$ cat src/rtl/bpg_pkg.sv
package bpg_pkg;

    // Sequencer states of the baud pulse generator.
    typedef enum logic [0:0] {
        ST_LOAD  = 1'b0,   // first enabled tick copies the divisor into the counter
        ST_COUNT = 1'b1    // counting down; terminal tick pulses and reloads
    } bpg_state_e;

    // Number of source ticks represented by a divisor value (zero means full range).
    function automatic int unsigned bpg_period(input int unsigned div, input int unsigned width);
        return (div == 0) ? (32'd1 << width) : div;
    endfunction

endpackage

$ cat src/rtl/bpg_div_latch.sv
module bpg_div_latch #(
    parameter int BYTE_W    = 8,
    parameter int NUM_BYTES = 2,
    parameter int SEL_W     = 1,
    localparam int DIV_W    = BYTE_W * NUM_BYTES
) (
    input  logic              clk,
    input  logic              rst,
    input  logic              wr_en,
    input  logic [SEL_W-1:0]  wr_sel,
    input  logic [BYTE_W-1:0] wr_data,
    output logic [DIV_W-1:0]  divisor
);

    // One byte-wide latch per divisor slice, byte 0 least significant.
    for (genvar g = 0; g < NUM_BYTES; g++) begin : g_byte
        logic [BYTE_W-1:0] byte_q;

        always_ff @(posedge clk) begin
            if (rst) begin
                byte_q <= '0;
            end else if (wr_en && (wr_sel == SEL_W'(g))) begin
                byte_q <= wr_data;
            end
        end

        assign divisor[g*BYTE_W +: BYTE_W] = byte_q;
    end

endmodule

$ cat src/rtl/bpg_down_counter.sv
module bpg_down_counter #(
    parameter int W = 16
) (
    input  logic         clk,
    input  logic         rst,
    input  logic         tick,
    input  logic         load,
    input  logic [W-1:0] load_val,
    output logic [W-1:0] cnt,
    output logic         at_term
);

    // A load of zero wraps through the full range before reaching one.
    always_ff @(posedge clk) begin
        if (rst) begin
            cnt <= '0;
        end else if (tick) begin
            if (load) begin
                cnt <= load_val;
            end else begin
                cnt <= cnt - W'(1);
            end
        end
    end

    assign at_term = (cnt == W'(1));

endmodule

$ cat src/rtl/bpg_ctrl.sv
module bpg_ctrl
    import bpg_pkg::*;
(
    input  logic       clk,
    input  logic       rst,
    input  logic       tick,
    input  logic       at_term,
    output bpg_state_e state,
    output logic       load,
    output logic       pulse
);

    bpg_state_e state_nx;

    // State register.
    always_ff @(posedge clk) begin
        if (rst) begin
            state <= ST_LOAD;
        end else if (tick) begin
            state <= state_nx;
        end
    end

    // Next state and counter load request.
    always_comb begin
        state_nx = state;
        load     = 1'b0;
        unique case (state)
            ST_LOAD: begin
                state_nx = ST_COUNT;
                load     = tick;
            end
            ST_COUNT: begin
                state_nx = ST_COUNT;
                load     = tick && at_term;
            end
        endcase
    end

    // Output register: high for the tick that follows a terminal count.
    always_ff @(posedge clk) begin
        if (rst) begin
            pulse <= 1'b0;
        end else if (tick) begin
            unique case (state)
                ST_LOAD:  pulse <= 1'b0;
                ST_COUNT: pulse <= at_term;
            endcase
        end
    end

endmodule

$ cat src/rtl/baud_pulse_gen.sv
module baud_pulse_gen
    import bpg_pkg::*;
#(
    parameter int BYTE_W    = 8,
    parameter int NUM_BYTES = 2,
    localparam int DIV_W    = BYTE_W * NUM_BYTES,
    localparam int SEL_W    = (NUM_BYTES > 1) ? $clog2(NUM_BYTES) : 1
) (
    input  logic              clk,
    input  logic              rst,
    input  logic              clk_en,
    input  logic              wr_en,
    input  logic [SEL_W-1:0]  wr_sel,
    input  logic [BYTE_W-1:0] wr_data,
    output logic              baud_pulse
);

    logic [DIV_W-1:0] div_val;
    logic [DIV_W-1:0] cnt_val;
    logic             cnt_term;
    logic             cnt_load;
    bpg_state_e       fsm_state;

    bpg_div_latch #(
        .BYTE_W   (BYTE_W),
        .NUM_BYTES(NUM_BYTES),
        .SEL_W    (SEL_W)
    ) div_latch_i (
        .clk    (clk),
        .rst    (rst),
        .wr_en  (wr_en),
        .wr_sel (wr_sel),
        .wr_data(wr_data),
        .divisor(div_val)
    );

    bpg_down_counter #(
        .W(DIV_W)
    ) counter_i (
        .clk     (clk),
        .rst     (rst),
        .tick    (clk_en),
        .load    (cnt_load),
        .load_val(div_val),
        .cnt     (cnt_val),
        .at_term (cnt_term)
    );

    bpg_ctrl ctrl_i (
        .clk    (clk),
        .rst    (rst),
        .tick   (clk_en),
        .at_term(cnt_term),
        .state  (fsm_state),
        .load   (cnt_load),
        .pulse  (baud_pulse)
    );

endmodule

$ cat config.mk
export PLATFORM = sky130hd
export DESIGN_NAME = baud_pulse_gen
export DESIGN_NICKNAME = d
export VERILOG_FILES = /design/src/rtl/bpg_pkg.sv /design/src/rtl/bpg_div_latch.sv /design/src/rtl/bpg_down_counter.sv /design/src/rtl/bpg_ctrl.sv /design/src/rtl/baud_pulse_gen.sv
export SDC_FILE = /design/constraint.sdc
export NUM_CORES = 1
export LEC_CHECK = 0
export BUFFER_PORTS_ARGS = -buffer_cell sky130_fd_sc_hd__buf_2
export CAP_MARGIN = 30
export CORE_MARGIN = 4
export CORE_UTILIZATION = 60
export CTS_CLUSTER_DIAMETER = 80
export CTS_CLUSTER_SIZE = 40
export DETAILED_ROUTE_END_ITERATION = 12
export GPL_TIMING_DRIVEN = 0
export HOLD_SLACK_MARGIN = 0.03
export PLACE_DENSITY = 0.87
export SYNTH_ARGS = -nofsm -noshare
export SYNTH_HDL_FRONTEND = slang
export SYNTH_SLANG_ARGS = --single-unit
export TNS_END_PERCENT = 5
$ cat constraint.sdc
create_clock -name clk -period 3.3 [get_ports clk]
set_input_delay 0.495 -clock clk [delete_from_list [all_inputs] [get_ports clk]]
set_output_delay 0.495 -clock clk [all_outputs]
set_load 0.02 [all_outputs]
==> metrics <==
GR Util All Layers=0.242; ant diodes=0; Levels on crit path=6; Synth Warn #=0; Worst Setup Start Kind=flop; antenna viol nets, final=0; Nets=around 250; worst hold path type=in -> reg; final setup violation count=0; Util after Layout=0.697; Post-Synthesis Cells=214; Final period util=0.615; ratio of total power to cell area=roughly 500 nW/µm²; CTS tree=done; Worst-Margin Slew=between 0.5 and 0.6 ns; Lkg Pwr=0.737 nW; GR Layer Usage met3=0.0622; Arrival @ worst endpoint=2.29 ns; total CTS buffers=5; H-Tree Level Count=2; final wirelength=~4400 µm; worst reg-to-reg path cell count=6; Core Footprint=about 2800 µm²; RSZ-0062 raised after global routing=false; crit-path leading delay family=compound AO/OA/AOI/OAI gates; status=finished, final reports clean; async set or reset register ratio after synthesis=0; Reg2Reg Setup Slack=~1.3 ns; die height=about 63 µm; Critical Path Most Common Cell=o21ai_2; Site Rows=19; crit path to=counter_i.cnt[10]; DR DRC count=0; number of flops mapped to enable cells by yosys=0; die width=63.1 µm; CP max-delay cell=dfxtp_1; DR vias/cell=about 6.4; synthesis-to-layout area growth=8.39%; initial antenna violation count=0; commonest non-fill, non-tap cell in the layout=dfxtp_1; 1st-iter DRT viols=116; clk_lat worst skew=~0.36 ns; first-pass GRT wire length=approximately 7500 µm; Max Cap Violations=0; Hold Slack=a little under 0.4 ns; M1 GR Usage=0.313; M2 GR Usage=0.378; largest net degree at the start of global routing=13; Fmax achieved=around 490 MHz; # Post-CTS Setup Buffers=0; vias in the first global route=between 1,500 and 2,000; fill count=231; syn avg cell area=8.50 µm²; Port Buffers=11; CP startpoint=counter_i.cnt[0]; reg2reg start=counter_i.cnt[0]; ys flop type=dfxtp_1; post-cts sizing count=0; final hold violation count=0; GPL Wtd Cong=a little over 0.9; Critical Path, Cell by Cell=ha_1, and4b_1, nand3_2, o21ai_2, o21ai_2, a2111oi_4; post-cts hold buffer count=0; Clock Path Buffers=2; maximum VDD drop=between 0.0003 and 0.0004 V; setup TNS=0 ns; Mapped Nets=between 200 and 250; WS Path Type=reg -> reg; Setup crit end kind=flop; Clock transition at path regs=roughly 0.12 ns; Yosys top cell by area=dfxtp_1; Final Max Slew Viols=0; Clock Skew=between 0.01 and 0.015 ns; Unique masters post-synth=52; WP data required=between 3 and 4 ns; I/O Pins=14; Mapped Area=around 1800 µm²; crit path max fanout=10; GR Overflow Total=0; r2r endpoint=counter_i.cnt[10]; Initial Utilization=0.643; most frequent cells in the layout=dfxtp_1 (34), nand2_1 (23), nor2_1 (21); register area share after synthesis=0.374; gr busiest metal=met2; Final min period=about 2.0 ns; Vias=1,699; CTS Sinks=34; Area contributors post-synth=dfxtp_1 (37%), mux2i_1 (8.3%), a21oi_1 (5.0%); CP Buf/Inv Count=0; Seq cells post-synth=34; post-synth top area share=0.374; Slew HR=0.602; CP peak stage delay=roughly 0.42 ns; CTS root buffer=clkbuf_4; TritonRoute pass-1 iters=4; detailed placement HPWL=around 3200 µm; WL/cell=roughly 17 µm; full die area=about 4000 µm²; layout cells sized above 1=0.133
cell type report:
cell class / count / area [µm²] / share of cell area
repair buffers: 11 / 55.1 / 0.0279
well taps: 31 / 38.8 / 0.0197
clock inverters: 3 / 21.3 / 0.0108
flip-flops and latches: 34 / 681 / 0.345
inverters: 7 / 26.3 / 0.0133
clock buffers: 5 / 37.5 / 0.0190
plain buffers: 13 / 51.3 / 0.0260
multi-input cells: 160 / 1060 / 0.538
metrics by stage:
step / cells / worst slack (ns) / power (mW) / cell area (µm²)
finish: 264 / 1.27 / 0.988 / 1970
global route: 264 / 1.11 / 1.05 / 1970
CTS: 264 / 1.30 / 0.989 / 1970
detailed placement: 256 / 1.27 / 0.750 / 1910
global placement: 256 / 1.31 / 0.744 / 1910
floorplan: 214 / 1.60 / 0.688 / 1820
cells in the mapped netlist (2+ instances only):
cell type  instances
or3_1              2
nand2b_1           3
clkbuf_1           8
buf_2              2
o21a_1             2
o31ai_1            3
ha_1               2
o21ai_0            2
nor4_4             2
o32ai_1            3
mux2i_1           15
and3_1             3
dfxtp_1           34
nor2_1            21
nand3_1           12
buf_1              3
nor4b_1            2
a31oi_1            4
nor3_1             7
o21ai_2            2
nand2_1           23
and4_1             2
inv_1              6
nor2b_1            2
a21oi_1           18
or4_1              2
o21ai_1            2
o211ai_1           3
how the worst min path moves through the flow:
| stage | start | to | slack, ns | depth (start not counted) |
|---|---|---|---|---|
| after detailed placement | div_latch_i.g_byte[1].byte_q[1] | div_latch_i.g_byte[1].byte_q[1] | 0.45 | 2 |
| after global routing | wr_data[5] | div_latch_i.g_byte[1].byte_q[5] | 0.38 | 3 |
| after CTS | wr_data[4] | div_latch_i.g_byte[0].byte_q[4] | 0.37 | 3 |
| final | wr_data[4] | div_latch_i.g_byte[0].byte_q[4] | 0.39 | 3 |
| after floorplan | div_latch_i.g_byte[1].byte_q[0] | div_latch_i.g_byte[1].byte_q[0] | 0.44 | 2 |
| after global placement | div_latch_i.g_byte[1].byte_q[0] | div_latch_i.g_byte[1].byte_q[0] | 0.44 | 2 |
tightest hold or removal path: stages:
cell and delay (ns):
buf_2 0.09, mux2i_1 0.06, nor2_1 0.07
flip-flops by register name, indices dropped and copies added (netlist names):
name	flops
ctrl_i.state	1
div_latch_i.g_byte.byte_q	16
ctrl_i.pulse	1
counter_i.cnt	16
power by group:
part	total, mW	internal [mW]	switching [mW]
registers	0.482	0.441	0.0403
logic	0.266	0.109	0.157
clock network	0.241	0.0827	0.158
total	0.988	0.633	0.355
kinds of logic after synthesis:
family,after synthesis,share of synthesized area
simple gates,92,0.288
compound gates,51,0.199
flops,34,0.374
buf+inv,20,0.0426
mux,15,0.0825
fa+ha+maj,2,0.0138
metal layers:
metal | vias to the layer above | part of all wire
met5 | - | 0
met4 | 0 | 0.019
met3 | 10 | 0.097
met2 | 78 | 0.45
met1 | 784 | 0.43
li1 | 827 | -
Note: power is estimated with default switching activity, not from simulation.
